$ cat config.mk
export PLATFORM = sky130hd
export DESIGN_NAME = wc_buffer
export DESIGN_NICKNAME = d
export VERILOG_FILES = /design/src/rtl/wcb_pkg.sv /design/src/rtl/wcb_line_store.sv /design/src/rtl/wcb_burst_reg.sv /design/src/rtl/wcb_drain_ctrl.sv /design/src/rtl/wc_buffer.sv
export SDC_FILE = /design/constraint.sdc
export NUM_CORES = 1
export LEC_CHECK = 0
export BUFFER_PORTS_ARGS = -buffer_cell sky130_fd_sc_hd__buf_2
export CAP_MARGIN = 30
export CORE_ASPECT_RATIO = 1.5
export CORE_MARGIN = 3
export CORE_UTILIZATION = 53
export CTS_BUF_LIST = sky130_fd_sc_hd__clkbuf_4
export CTS_CLUSTER_SIZE = 14
export DETAILED_ROUTE_END_ITERATION = 8
export PLACE_DENSITY_LB_ADDON = 0.2
export SKIP_LAST_GASP = 1
export SLEW_MARGIN = 20
export SYNTH_ARGS = -nofsm -noshare
export SYNTH_HDL_FRONTEND = slang
export SYNTH_SLANG_ARGS = --single-unit
$ cat constraint.sdc
create_clock -name clk -period 2.3 [get_ports clk]
set_clock_uncertainty 0.05 [all_clocks]
set_input_delay 0.345 -clock clk [delete_from_list [all_inputs] [get_ports clk]]
set_output_delay 0.345 -clock clk [all_outputs]
set_load 0.1 [all_outputs]
$ cat src/rtl/wcb_pkg.sv
package wcb_pkg;
   typedef enum logic [1:0] {
      DR_NONE  = 2'd0,
      DR_FULL  = 2'd1,
      DR_MISS  = 2'd2,
      DR_FLUSH = 2'd3
   } drain_e;
endpackage

$ cat src/rtl/wcb_line_store.sv
module wcb_line_store #(
   parameter int WORDS  = 8,
   parameter int DATA_W = 32,
   parameter int LINE_W = 13,
   localparam int IDX_W = $clog2(WORDS),
   localparam int BUS_W = WORDS * DATA_W
) (
   input  logic              clk,
   input  logic              rst_n,
   input  logic              wr_en,
   input  logic              restart,
   input  logic              clr,
   input  logic [LINE_W-1:0] wr_line,
   input  logic [IDX_W-1:0]  wr_idx,
   input  logic [DATA_W-1:0] wr_data,
   output logic              open_q,
   output logic [LINE_W-1:0] line_q,
   output logic [WORDS-1:0]  mask_q,
   output logic [BUS_W-1:0]  data_q,
   output logic [WORDS-1:0]  merge_mask,
   output logic [BUS_W-1:0]  merge_data
);
   logic [WORDS-1:0] hot;

   assign hot        = {{(WORDS-1){1'b0}}, 1'b1} << wr_idx;
   assign merge_mask = mask_q | hot;

   always_ff @(posedge clk) begin
      if (!rst_n) begin
         open_q <= 1'b0;
         mask_q <= '0;
         line_q <= '0;
      end else if (restart) begin
         open_q <= 1'b1;
         mask_q <= hot;
         line_q <= wr_line;
      end else if (clr) begin
         open_q <= 1'b0;
         mask_q <= '0;
      end else if (wr_en) begin
         open_q <= 1'b1;
         mask_q <= merge_mask;
         line_q <= wr_line;
      end
   end

   for (genvar gi = 0; gi < WORDS; gi++) begin : g_word
      logic sel;
      assign sel = wr_idx == IDX_W'(gi);
      assign merge_data[gi*DATA_W +: DATA_W] = sel ? wr_data : data_q[gi*DATA_W +: DATA_W];
      always_ff @(posedge clk) begin
         if (!rst_n)
            data_q[gi*DATA_W +: DATA_W] <= '0;
         else if ((wr_en || restart) && sel)
            data_q[gi*DATA_W +: DATA_W] <= wr_data;
      end
   end
endmodule

$ cat src/rtl/wcb_burst_reg.sv
module wcb_burst_reg #(
   parameter int WORDS  = 8,
   parameter int DATA_W = 32,
   parameter int LINE_W = 13,
   localparam int BUS_W = WORDS * DATA_W
) (
   input  logic              clk,
   input  logic              rst_n,
   input  logic              load,
   input  logic [LINE_W-1:0] ld_line,
   input  logic [WORDS-1:0]  ld_mask,
   input  logic [BUS_W-1:0]  ld_data,
   input  logic              bo_ready,
   output logic              bo_valid,
   output logic [LINE_W-1:0] bo_line,
   output logic [WORDS-1:0]  bo_mask,
   output logic [BUS_W-1:0]  bo_data,
   output logic              free,
   output logic              fire
);
   assign free = !bo_valid || bo_ready;
   assign fire = bo_valid && bo_ready;

   always_ff @(posedge clk) begin
      if (!rst_n) begin
         bo_valid <= 1'b0;
         bo_line  <= '0;
         bo_mask  <= '0;
         bo_data  <= '0;
      end else if (load) begin
         bo_valid <= 1'b1;
         bo_line  <= ld_line;
         bo_mask  <= ld_mask;
         bo_data  <= ld_data;
      end else if (bo_ready) begin
         bo_valid <= 1'b0;
      end
   end
endmodule

$ cat src/rtl/wcb_drain_ctrl.sv
module wcb_drain_ctrl
   import wcb_pkg::*;
#(
   parameter int WORDS  = 8,
   parameter int LINE_W = 13
) (
   input  logic              clk,
   input  logic              rst_n,
   input  logic              st_valid,
   input  logic [LINE_W-1:0] st_line,
   input  logic              open_q,
   input  logic [LINE_W-1:0] line_q,
   input  logic [WORDS-1:0]  merge_mask,
   input  logic              out_free,
   input  logic              bo_fire,
   input  logic              flush_req,
   output logic              st_ready,
   output logic              wr_en,
   output logic              restart,
   output logic              clr,
   output drain_e            cause,
   output logic              flush_pend,
   output logic              flush_done
);
   logic acc, miss, full, flush_wait, flush_empty;

   assign st_ready    = out_free && !flush_pend;
   assign acc         = st_valid && st_ready;
   assign miss        = open_q && (st_line != line_q);
   assign full        = &merge_mask;
   assign flush_empty = flush_pend && out_free && !open_q;

   always_comb begin
      cause = DR_NONE;
      if (acc && miss)                        cause = DR_MISS;
      else if (acc && full)                   cause = DR_FULL;
      else if (flush_pend && out_free && open_q) cause = DR_FLUSH;
   end

   assign wr_en   = acc && !miss;
   assign restart = acc && miss;
   assign clr     = (cause == DR_FULL) || (cause == DR_FLUSH);

   always_ff @(posedge clk) begin
      if (!rst_n) begin
         flush_pend <= 1'b0;
         flush_wait <= 1'b0;
         flush_done <= 1'b0;
      end else begin
         flush_pend <= (flush_pend && !out_free) || flush_req;
         flush_done <= flush_empty || (flush_wait && bo_fire);
         if (cause == DR_FLUSH)
            flush_wait <= 1'b1;
         else if (bo_fire)
            flush_wait <= 1'b0;
      end
   end
endmodule

$ cat src/rtl/wc_buffer.sv
module wc_buffer
   import wcb_pkg::*;
#(
   parameter int WORDS  = 8,
   parameter int DATA_W = 32,
   parameter int ADDR_W = 16,
   localparam int IDX_W  = $clog2(WORDS),
   localparam int LINE_W = ADDR_W - IDX_W,
   localparam int BUS_W  = WORDS * DATA_W
) (
   input  logic              clk,
   input  logic              rst_n,
   input  logic              st_valid,
   output logic              st_ready,
   input  logic [ADDR_W-1:0] st_addr,
   input  logic [DATA_W-1:0] st_data,
   input  logic              flush_req,
   output logic              flush_done,
   output logic              bo_valid,
   input  logic              bo_ready,
   output logic [LINE_W-1:0] bo_line,
   output logic [WORDS-1:0]  bo_mask,
   output logic [BUS_W-1:0]  bo_data
);
   if (WORDS < 2 || (1 << IDX_W) != WORDS) begin : g_bad_words
      $error("WORDS must be a power of two of at least 2");
   end
   if (ADDR_W <= IDX_W) begin : g_bad_addr
      $error("ADDR_W must exceed the word-index width");
   end
   if (DATA_W < 1) begin : g_bad_data
      $error("DATA_W must be positive");
   end

   logic [LINE_W-1:0] st_line, line_q, ld_line;
   logic [IDX_W-1:0]  st_idx;
   logic              open_q, wr_en, restart, clr, out_free, bo_fire, flush_pend;
   logic [WORDS-1:0]  mask_q, merge_mask, ld_mask;
   logic [BUS_W-1:0]  data_q, merge_data, ld_data;
   drain_e            cause;

   assign st_idx  = st_addr[IDX_W-1:0];
   assign st_line = st_addr[ADDR_W-1:IDX_W];

   wcb_line_store #(.WORDS(WORDS), .DATA_W(DATA_W), .LINE_W(LINE_W)) u_line (
      .clk(clk), .rst_n(rst_n), .wr_en(wr_en), .restart(restart), .clr(clr),
      .wr_line(st_line), .wr_idx(st_idx), .wr_data(st_data),
      .open_q(open_q), .line_q(line_q), .mask_q(mask_q), .data_q(data_q),
      .merge_mask(merge_mask), .merge_data(merge_data)
   );

   wcb_drain_ctrl #(.WORDS(WORDS), .LINE_W(LINE_W)) u_ctrl (
      .clk(clk), .rst_n(rst_n), .st_valid(st_valid), .st_line(st_line),
      .open_q(open_q), .line_q(line_q), .merge_mask(merge_mask),
      .out_free(out_free), .bo_fire(bo_fire), .flush_req(flush_req),
      .st_ready(st_ready), .wr_en(wr_en), .restart(restart), .clr(clr),
      .cause(cause), .flush_pend(flush_pend), .flush_done(flush_done)
   );

   always_comb begin
      ld_line = line_q;
      ld_mask = mask_q;
      ld_data = data_q;
      if (cause == DR_FULL) begin
         ld_line = st_line;
         ld_mask = merge_mask;
         ld_data = merge_data;
      end
   end

   wcb_burst_reg #(.WORDS(WORDS), .DATA_W(DATA_W), .LINE_W(LINE_W)) u_out (
      .clk(clk), .rst_n(rst_n), .load(cause != DR_NONE),
      .ld_line(ld_line), .ld_mask(ld_mask), .ld_data(ld_data),
      .bo_ready(bo_ready), .bo_valid(bo_valid), .bo_line(bo_line),
      .bo_mask(bo_mask), .bo_data(bo_data), .free(out_free), .fire(bo_fire)
   );
endmodule

### After elaboration in Yosys (flattened, before gate mapping)

Index checks and enable logic that the tools add are counted.

* register bits after elaboration: 559

* equal/unequal tests: 11
* shifts and indexed selects: 1
* mux-type cells: 27
* bitwise operators: 1
* reductions and logical operators: 38

Operators with widths (count)
* $mux 256: 1
* $mux 32: 8
* $mux 13: 4
* $mux 8: 4
* $logic_and 1x1->1: 20
* $ne 13x13->1: 1
* $eq 3x3->1 const B: 4
* $or 8x8->8: 1
* $reduce_and 8->1: 1
* $reduce_bool 2->1: 4
* $shl 1x3->8 const A: 1
* $mux 1: 7
* $eq 3x2->1 const B: 2
* $mux 2: 3
* $logic_not 1->1: 5
* $logic_or 1x1->1: 5
* $eq 3x1->1 const B: 1
* $logic_not 3->1: 1
* $reduce_bool 3->1: 1
* $eq 2x1->1 const B: 1
* $eq 2x2->1 const B: 1
* $ne 2x1->1 const B: 1
* $reduce_and 2->1: 1

### Longest topological paths before layout

Gate-level depths: netlist of run 1.

* depth after elaboration: 11
* mapped depth: 10
* gate-level depth less buffers: 6

### Hierarchy

From an unflattened synthesis of run 1, not the netlist that was laid out.

* cells, all modules: 2519
* area, all modules: 28599.9 sq um

By module, submodules not included
* wcb_line_store: times used 1, cells an instance 1269, area each 13246.5 sq um, seq. area each 5565.3 sq um
* wcb_burst_reg: times used 1, cells an instance 898, area each 10640.2 sq um, seq. area each 5565.3 sq um
* wc_buffer: times used 1, cells an instance 310, area each 4371.7 sq um, seq. area each 0.0 sq um
* wcb_drain_ctrl: times used 1, cells an instance 42, area each 341.6 sq um, seq. area each 60.1 sq um

### Worst setup path before layout of run 1

OpenSTA, ideal clock, no wires.

* kind: register -> register
* start: reg u_out.bo_valid
* end: reg u_line.line_q[10]
* arrival: 3.639 ns
* required time: 2.122 ns
* path slack: -1.517 ns
* cell stages (with the launch flop): 7
* path buffers: 1
* path through: dfxtp_1 > nor2b_1 > nor2_1 > nand2_1 > a31oi_1 > clkbuf_1 > o21ai_0

* longest elaborated chain between the ends: 11

Ends and longest elaborated chain
* start: declaration: RTL line wcb_burst_reg.sv:14 `output logic bo_valid,`
* start signal: assignment: RTL line wcb_burst_reg.sv:26 `bo_valid <= 1'b0;`
* start signal: assignment: RTL line wcb_burst_reg.sv:31 `bo_valid <= 1'b1;`
* start signal: assignment: RTL line wcb_burst_reg.sv:36 `bo_valid <= 1'b0;`
* $logic_not 1->1 *: RTL line wcb_burst_reg.sv:21 `assign free = !bo_valid || bo_ready;`
* $logic_or 1x1->1 *: RTL line wcb_burst_reg.sv:21
* $logic_and 1x1->1 *: RTL line wcb_drain_ctrl.sv:27 `assign st_ready = out_free && !flush_pend;`
* named net st_ready: RTL line wc_buffer.sv:14 `output logic st_ready,`
* $logic_and 1x1->1 *: RTL line wcb_drain_ctrl.sv:28 `assign acc = st_valid && st_ready;`
* $logic_and 1x1->1: RTL line wcb_drain_ctrl.sv:36 `else if (acc && full) cause = DR_FULL;`
* $mux 2: RTL line wcb_drain_ctrl.sv:36
* $mux 2: RTL line wcb_drain_ctrl.sv:35 `if (acc && miss) cause = DR_MISS;`
* $eq 2x1->1 or $eq 2x2->1 (tied branches): RTL line wcb_drain_ctrl.sv:42 `assign clr = (cause == DR_FULL) || (cause == DR_FLUSH);`
* $logic_or 1x1->1: RTL line wcb_drain_ctrl.sv:42
* $ne 2x1->1 (no source line)
* $reduce_and 2->1 (no source line)
* end signal: assignment: RTL line wcb_line_store.sv:36 `line_q <= wr_line;`
* end signal: assignment: RTL line wcb_line_store.sv:43 `line_q <= wr_line;`
* end: declaration: RTL line wcb_line_store.sv:17 `output logic [LINE_W-1:0] line_q,`

Mark *: on every way through the listed nets, which the timed path passes. The rest lies on a longest branch.
A chain may end at the register's enable or synchronous reset.

### Final worst setup path of run 1

* start: reg u_line.line_q[12]
* end: reg u_out.bo_data[218]

* longest elaborated chain between the ends: 6

Ends and longest elaborated chain
* $ne 13x13->1 *: RTL line wcb_drain_ctrl.sv:29 `assign miss = open_q && (st_line != line_q);`
* $logic_and 1x1->1 *: RTL line wcb_drain_ctrl.sv:29
* $logic_and 1x1->1 *: RTL line wcb_drain_ctrl.sv:35
* $mux 2 *: RTL line wcb_drain_ctrl.sv:35
* $eq 2x1->1: RTL line wc_buffer.sv:64 `if (cause == DR_FULL) begin`
* $mux 256: RTL line wc_buffer.sv:64
* end signal: assignment: RTL line wcb_burst_reg.sv:34 `bo_data <= ld_data;`
* end: declaration: RTL line wcb_burst_reg.sv:17 `output logic [BUS_W-1:0] bo_data,`

Mark *: on every way between the ends. The rest lies on a longest branch, timed or not.

==> results of run 1 <==
## power groups by stage
stage / clock (mW) / combinational, mW / sequential [mW]
2_1_floorplan: 0 / 1.21 / 13.7
3_3_place_gp: 0 / 5.27 / 10.7
3_5_place_dp: 0 / 5.32 / 10.7
4_1_cts: 8.25 / 5.40 / 10.5
5_1_grt: 8.73 / 5.76 / 10.6
6_report: 8.16 / 5.57 / 10.6
## routing by layer
layer,GRT usage,vias up,wire length [um]
li1,-,10600,-
met1,0.349,10800,29600
met5,0,-,0
met4,0.189,0,5520
met2,0.536,1163,38800
met3,0.0723,286,7180
## cells in the mapped netlist, types with 2 or more instances
cell type     n
o21ai_1     116
a21oi_1      31
nand2_1    1063
o211ai_1      3
o21ai_0     184
buf_2        78
buf_6         5
nand4_1      10
xnor2_1      13
nand3b_1      2
clkbuf_1    182
inv_1         3
and3_1        4
nor2_1       29
nand3_1      20
a21boi_0    256
nand2b_1      2
dfxtp_1     559
and3b_1       2
nor4_4        8
a31oi_1     258
buf_1        22
nor3b_1       2
nor2b_1       5
buf_4        11
mux2i_1      13
## worst reg2reg max path: cells and delay by family (launching register included)
| family | cells | cell delay [ns] |
|---|---|---|
| AO/OA/AOI/OAI | 2 | 0.70 |
| AND/OR/NAND/NOR | 3 | 0.45 |
| buffers and inverters | 3 | 0.56 |
| XOR/XNOR | 1 | 0.23 |
| flip-flops | 1 | 0.33 |
## worst min-delay path by stage
stage                             from            endpoint  slack (ns)  cells past startpoint
finish                      st_addr[2]    u_line.mask_q[0]        0.06                      6
global route                st_addr[2]    u_line.mask_q[0]        0.06                      6
CTS                        st_data[18]  u_out.bo_data[178]       -0.09                      3
detailed placement  u_line.data_q[162]  u_line.data_q[162]        0.41                      2
global placement     u_line.data_q[46]   u_line.data_q[46]        0.40                      2
floorplan           u_line.data_q[254]  u_out.bo_data[254]        0.39                      2
## sequential cells by signal, indices dropped and copies added, names as in the netlist
name and flops:
u_ctrl.flush_wait 1, u_ctrl.flush_pend 1, u_line.line_q 13, u_out.bo_mask 8, u_out.bo_data 256, u_line.data_q 256, u_out.bo_valid 1, u_ctrl.flush_done 1
u_line.open_q 1, u_out.bo_line 13, u_line.mask_q 8
## metrics by stage
stage          setup TNS (ns)  area [um2]
2_1_floorplan           -1.23       22800
3_3_place_gp           -30.24       25500
3_5_place_dp           -29.25       25500
4_1_cts               -0.0731       27600
5_1_grt                -31.62       29300
6_report               -12.98       29300
## final cells by class
| type | count | area [um2] | area share |
|---|---|---|---|
| inverters | 3 | 11.3 | 0.000384 |
| well taps | 564 | 706 | 0.0241 |
| flip-flops and latches | 559 | 11200 | 0.383 |
| multi-input cells | 2042 | 11000 | 0.375 |
| repair buffers | 567 | 4740 | 0.162 |
| clock inverters | 17 | 221 | 0.00756 |
| diodes | 3 | 7.51 | 0.000256 |
| clock buffers | 186 | 1400 | 0.0477 |
## logic make-up (layout without fill, tap and decap cells)
kind of cell | Yosys count | in the layout | synth area share
AOI/OAI and AO/OA | 858 | 858 | 0.235
xor gates and xnor gates | 13 | 13 | 0.00501
buffers and inverters | 302 | 773 | 0.0576
DFF | 559 | 559 | 0.492
muxes | 13 | 13 | 0.00572
other | 0 | 3 | 0
and+or+nand+nor | 1158 | 1158 | 0.205
## timing repair
action / CTS / global route
setup endpoints to repair: 7 / 280
pin swaps: 0 / 215
hold buffers: 52 / 2
gates cloned: 0 / 32
endpoints found under the hold margin: 549 / 9
resized for setup: 2 / 265
buffers inserted: 0 / 18
==> impl_metrics.yaml, run 1 <==
route:
  drtIter0Drc: 2236
  route.detailed.drc: 0
  vias: 22900
  vias_per_cell: 5.80
  drt-total-wl_mm: 81.0
  drtPass1Iterations: 6
  wl_per_cell_um: 20.6
  antenna_left: 0
critical_path:
  arrival_ns: 3.13
  path_buf_inv: 3
  critPathRequiredTime_ns: 3.00
  endpoint: "u_out.bo_data[218]"
  crit_chain: "xnor2_1 > nand2_1 > o41a_1 > buf_12 > nor4_4 > buf_4 > clkbuf_16 > nand2_1 > a31oi_1"
  r2r_cells: 9
  path_common_cell: "nand2_1"
  worstReg2RegEnd: "u_out.bo_data[218]"
  cpMaxStageDelayCell: "o41a_1"
  worstSetupStartpointType: "flip-flop"
  reg2reg_slack_ns: -0.13
  path_delay_family: "compound AO/OA/AOI/OAI gates"
  startpoint: "u_line.line_q[12]"
  critPathKind: "flip-flop to flip-flop"
  worstSetupPathDepth: 9
  reg2reg_from: "u_line.line_q[12]"
  critPathMaxFanout: 8
  slowest_delay_ns: 0.50
  cp-end-kind: "flip-flop"
clock_tree:
  cts_buffers: 133
  cts_buffer_depth: 3
  path_clk_slew_ns: 0.07
  clock_latency_ns: 0.85
  cts_tree: "done"
  htreeDepth: 4
  cts_num_sinks: 559
  root_buffer: "clkbuf_4"
sta:
  setup_violations: 228
  finalHoldViolCount: 0
  slew_violations: 0
  finalCritPeriodShare: 1.06
  min_period_ns: 2.43
  tightest_slew_ns: 0.801
  rsz0062_at_grt: "true"
  holdWs_ns: 0.0623
  slew_headroom: 0.466
  worst_slack_ns: -0.129
  fmax_mhz: 412
global_routing:
  grt_max_degree: 104
  antenna_found_initial: 2
  grt_pass1_vias: 21000
  track_usage: 0.312
  grt_pass1_wl_mm: 113
  grt_remaining_overflow: 0
power:
  finalPower_mw: 24.3
  irDropWorstVdd_uv: 611
  power_leakage_nw: 11.2
  swShare: 0.357
  powerDensity_nw_per_um2: 829
  combPwrFrac: 0.230
  p_switching_mw: 8.68
  clock_power_share: 0.336
  seq_power_share: 0.435
  p_int_mw: 15.6
cells_and_area:
  final.fill_count: 3360
  final_cells: 3941
  area_growth_pct: 28.8
  final_core_util: 0.693
  mostFrequentLayoutCells: "nand2_1, dfxtp_1, buf_2"
  layout_commonest_cell: "nand2_1"
  drive_gt1_frac: 0.271
  layout.nets: 3359
placement:
  gp_congestion: 0.903
  place_hpwl_mm: 46.2
  place_inst: 3631
  dpl_worst_slack_ns: -0.179
  io_buffers: 332
synthesis:
  ys_warn_count: 0
  async_flop_share: 0
  ys_types: 48
  synth_top_area_share: 0.492
  syn_area_um2: 22700
  yosysTopAreaCell: "dfxtp_1"
  ys_seq_area_frac: 0.492
  synth_edf_count: 0
  ys_ff_latch: 559
  syn_inst: 2903
  postSynthAreaPerCell_um2: 7.84
  synthTopCellsByArea: "dfxtp_1, nand2_1, a21boi_0"
  synth_ff_type: "dfxtp_1"
  syn_nets: 2956
floorplan:
  ios: 333
  die_y_um: 260
  fp.dieW_um: 175
  die_area_um2: 45500
  start_util: 0.538
  rows: 92
  coreArea_um2: 42200
worst_hold_path:
  worstHoldPathType: "input pin to flip-flop"
outcome:
  violations: "negative setup slack"
  outcome: "complete, but fails checks"
job:
  maxCapViolCount: 0
No activity file was read; power rests on OpenSTA's default activity.
==> inputs of run 2 (changes only) <==
--- a/constraint.sdc
+++ b/constraint.sdc
@@ -4,2 +4,2 @@
 set_output_delay 0.345 -clock clk [all_outputs]
-set_load 0.1 [all_outputs]
+set_load 0.01 [all_outputs]
==> impl_metrics.yaml, run 2 (synthesis results as in run 1) <==
floorplan:
  die_y_um: 260
  ios: 333
  start_util: 0.538
  die_area_um2: 45500
  rows: 92
  coreArea_um2: 42200
  fp.dieW_um: 175
cells_and_area:
  final_area_um2: 29300
  layout.nets: 3359
  mostFrequentLayoutCells: "nand2_1, dfxtp_1, buf_2"
  layout_commonest_cell: "nand2_1"
  top_regs: "u_line.data_q x256, u_out.bo_data x256"
  drive_gt1_frac: 0.275
  area_growth_pct: 28.9
  final_core_util: 0.694
  final_cells: 3953
sta:
  worst_slack_ns: -0.171
  tightest_slew_ns: 0.643
  rsz0062_at_grt: "true"
  slew_headroom: 0.571
  slew_violations: 0
  setup_violations: 272
  finalCritPeriodShare: 1.07
  finalHoldViolCount: 0
  fmax_mhz: 405
  min_period_ns: 2.47
critical_path:
  arrival_ns: 3.16
  cp-end-kind: "flip-flop"
  critPathKind: "flip-flop to flip-flop"
  worstSetupStartpointType: "flip-flop"
  critPathMaxFanout: 8
  critPathRequiredTime_ns: 2.99
route:
  drtIter0Drc: 2120
  drt-total-wl_mm: 77.5
  antenna_left: 0
  drtPass1Iterations: 5
  route.detailed.drc: 0
  vias_per_cell: 5.71
  vias: 22600
  wl_per_cell_um: 19.6
placement:
  gp_congestion: 0.918
  io_buffers: 332
  place_inst: 3636
  post_dp_cell_area_um2: 25500
  place_hpwl_mm: 46.1
global_routing:
  track_usage: 0.307
  grt_max_degree: 85
  grt_remaining_overflow: 0
  antenna_found_initial: 3
  grt_pass1_wl_mm: 113
  grt_pass1_vias: 21400
clock_tree:
  path_clk_slew_ns: 0.07
  cts_buffers: 136
  cts_tree: "done"
  clock_latency_ns: 0.84
  htreeDepth: 4
  cts_buffer_depth: 3
  cts_num_sinks: 559
  root_buffer: "clkbuf_4"
worst_hold_path:
  worstHoldPathType: "input pin to flip-flop"
power:
  powerDensity_nw_per_um2: 723
  power_leakage_nw: 11.2
  irDropWorstVdd_uv: 442
outcome:
  outcome: "complete, but fails checks"
  violations: "negative setup slack"
job:
  maxCapViolCount: 0
run 2: changes by cell type in the layout (fill, tap and decap cells not counted), sizes merged, moves of 3 or more:
cell and delta:
clkbuf -3, bufinv -3, clkinv +10, buf +5
inv +3
run 2: through the flow:
step           hold slack (ns)  setup TNS (ns)  total power, mW  setup slack [ns]
2_1_floorplan            0.390               0             12.1            0.0152
3_3_place_gp             0.398          -70.25             13.1            -0.347
3_5_place_dp             0.406          -71.88             13.1            -0.365
4_1_cts                 -0.173           -2.13             21.2           -0.0706
5_1_grt                 0.0763          -45.29             22.1            -0.256
6_report                0.0818          -24.37             21.2            -0.171
run 2: cell type report:
type                    count  area [um2]
multi-input cells        2042       11100
flip-flops and latches    559       11200
clock buffers             191        1430
inverters                   3        11.3
well taps                 564         706
repair buffers            564        4640
diodes                      3        7.51
fillers                  3418       12900
clock inverters            27         188
run 2: per-layer routing:
| layer | part of all wire | up-vias | global-route usage |
|---|---|---|---|
| met4 | 0.051 | 2 | 0.152 |
| met3 | 0.075 | 227 | 0.0682 |
| met5 | 0.00017 | - | 0 |
| met1 | 0.37 | 10700 | 0.363 |
| li1 | - | 10600 | - |
| met2 | 0.50 | 998 | 0.526 |
run 2: worst paths after layout:
path / start / to / slack (ns) / depth (start not counted)
setup / recovery: u_line.line_q[3] / u_out.bo_data[173] / -0.17 / 9
hold / removal: st_addr[0] / u_line.mask_q[0] / 0.08 / 5
setup reg to reg: u_line.line_q[3] / u_out.bo_data[173] / -0.17 / 9
hold reg to reg: u_line.data_q[158] / u_out.bo_data[158] / 0.38 / 2
run 2: report_power, final:
part / leakage (nW) / total, mW / switching, mW / internal [mW]
combinational: 5.67 / 2.62 / 1.58 / 1.04
sequential: 4.56 / 10.6 / 0.363 / 10.2
clock: 0.979 / 7.99 / 3.86 / 4.13
total: 11.2 / 21.2 / 5.81 / 15.4
run 2: critical path, cell delays in order (launching register included):
cell and delay, ns:
dfxtp_2 0.37, xnor2_2 0.11, nand4_1 0.22, o41a_1 0.50, buf_8 0.19, nor4_4 0.25, buf_4 0.23, buf_16 0.15
nand2_1 0.06, a31oi_1 0.23
run 2: what timing repair did:
action	4_1_cts	5_1_grt
buffers inserted	7	9
hold endpoints to repair	548	16
setup endpoints to repair	277	282
hold buffers	52	1
pin swaps	11	217
cloned	7	20
gates resized for setup	31	267
==> inputs of run 3 (changes only) <==
CORE_UTILIZATION = 27   (was 53)
CTS_BUF_LIST = sky130_fd_sc_hd__clkbuf_4 sky130_fd_sc_hd__clkbuf_8 sky130_fd_sc_hd__clkbuf_16   (was sky130_fd_sc_hd__clkbuf_4)
==> impl_metrics.yaml, run 3 (synthesis results as in run 1) <==
route:
  route.detailed.drc: 0
  vias_per_cell: 4.82
  drt-total-wl_mm: 94.5
  antenna_left: 0
  drtPass1Iterations: 5
  wl_per_cell_um: 21.6
  drtIter0Drc: 1243
  vias: 21000
clock_tree:
  cts_tree: "done"
  cts_num_sinks: 559
  cts_buffer_depth: 3
  path_clk_slew_ns: 0.06
  cts_buffers: 58
  root_buffer: "clkbuf_16"
  clock_latency_ns: 0.62
  htreeDepth: 2
floorplan:
  start_util: 0.274
  coreArea_um2: 83000
  rows: 129
  ios: 333
  fp.dieW_um: 243
  die_y_um: 361
  die_area_um2: 87800
cells_and_area:
  multiInputGateArea_um2: 10600
  diodes: 0
  register_area_um2: 11200
  area_growth_pct: 30.3
  top_regs: "u_line.data_q x256, u_out.bo_data x256"
  mostFrequentLayoutCells: "nand2_1, dfxtp_1, buf_2"
  layout_commonest_cell: "nand2_1"
  drive_gt1_frac: 0.220
  final.fill_count: 8650
  final_core_util: 0.357
  layout.nets: 3263
critical_path:
  path_buf_inv: 3
  critPathKind: "flip-flop to flip-flop"
  reg2reg_slack_ns: -0.09
  arrival_ns: 2.89
  path_common_cell: "buf_12"
  cp-end-kind: "flip-flop"
  path_delay_family: "compound AO/OA/AOI/OAI gates"
  worstSetupStartpointType: "flip-flop"
  cpMaxStageDelayCell: "o41a_1"
  slowest_delay_ns: 0.46
  reg2reg_from: "u_line.line_q[6]"
  r2r_cells: 9
  critPathRequiredTime_ns: 2.79
  critPathMaxFanout: 11
  worstReg2RegEnd: "u_out.bo_data[30]"
  crit_chain: "xnor2_2 > nand4_1 > o41a_1 > buf_12 > nor4_4 > buf_6 > buf_12 > nand2_1 > a31oi_1"
sta:
  tightest_slew_ns: 0.749
  min_period_ns: 2.39
  slew_headroom: 0.501
  setup_violations: 80
  finalCritPeriodShare: 1.04
  slew_violations: 0
  worst_slack_ns: -0.0932
  fmax_mhz: 418
  finalHoldViolCount: 0
  rsz0062_at_grt: "true"
placement:
  place_hpwl_mm: 57.7
  gp_congestion: 0.801
  io_buffers: 332
power:
  finalPower_mw: 23.3
  irDropWorstVdd_uv: 451
  powerDensity_nw_per_um2: 788
  power_leakage_nw: 10.9
global_routing:
  track_usage: 0.201
  grt_pass1_vias: 19900
  grt_max_degree: 73
  grt_pass1_wl_mm: 134
  grt_remaining_overflow: 0
  antenna_found_initial: 4
outcome:
  violations: "negative setup slack"
  outcome: "complete, but fails checks"
worst_hold_path:
  min_to: "u_out.bo_line[1]"
  worstHoldPathCells: 3
  worstHoldStart: "st_addr[4]"
  worstHoldPathType: "input pin to flip-flop"
job:
  maxCapViolCount: 0
run 3: through the flow:
step | instances | hold WS (ns) | TNS, ns | setup slack (ns) | area [um2]
after floorplan | 2903 | 0.390 | 0 | 0.0152 | 22700
after global placement | 4203 | 0.399 | -52.45 | -0.293 | 26400
after detailed placement | 4204 | 0.406 | -57.10 | -0.326 | 26400
after CTS | 4346 | 0.0155 | -5.09 | -0.0819 | 28900
after global routing | 4367 | 0.0867 | -27.88 | -0.207 | 29600
final | 4367 | 0.0972 | -2.72 | -0.0932 | 29600
run 3: per-layer routing:
metal  vias to the layer above  GRT usage  wire length (um)
met5                         -          0                16
met2                       541      0.345             45700
met3                       160     0.0429              5140
met4                         4     0.0843              4200
met1                      9922      0.243             39500
li1                      10400          -                 -
run 3: worst register-to-register path, stage by stage, from the launching register on:
cell and delay [ns]:
dfxtp_2 0.34, xnor2_2 0.15, nand4_1 0.20, o41a_1 0.47, buf_12 0.18, nor4_4 0.31, buf_6 0.19, buf_12 0.16
nand2_1 0.08, a31oi_1 0.20
run 3: worst max-delay path by stage:
stage / depth (start not counted) / slack, ns / from / end
CTS: 11 / -0.08 / u_line.line_q[9] / u_out.bo_data[151]
global placement: 10 / -0.29 / st_addr[2] / u_out.bo_data[8]
detailed placement: 10 / -0.33 / st_addr[2] / u_out.bo_data[8]
floorplan: 9 / 0.02 / st_addr[2] / u_out.bo_data[102]
finish: 9 / -0.09 / u_line.line_q[6] / u_out.bo_data[30]
global route: 9 / -0.21 / u_line.line_q[6] / u_out.bo_data[30]
run 3: repair_timing:
| item | 4_1_cts | 5_1_grt |
|---|---|---|
| endpoints found under the setup margin | 204 | 299 |
| setup buffers | 17 | 10 |
| gates cloned | 6 | 15 |
| resized for setup | 21 | 155 |
| pin swaps | 10 | 44 |
| endpoints found under the hold margin | 30 | 0 |
| hold buffers | 15 | 0 |
run 3: cell type report:
| class | instances | area share |
|---|---|---|
| flip-flops and latches | 559 | 0.378 |
| multi-input cells | 2042 | 0.357 |
| repair buffers | 546 | 0.150 |
| clock buffers | 80 | 0.0581 |
| well taps | 1113 | 0.0470 |
| clock inverters | 24 | 0.00959 |
| inverters | 3 | 0.000380 |
run 3: report_power, final:
part	switching, mW	total (mW)	internal (mW)
clock network	4.14	10.0	5.88
logic	1.68	2.73	1.05
registers	0.377	10.6	10.2
total	6.20	23.3	17.1
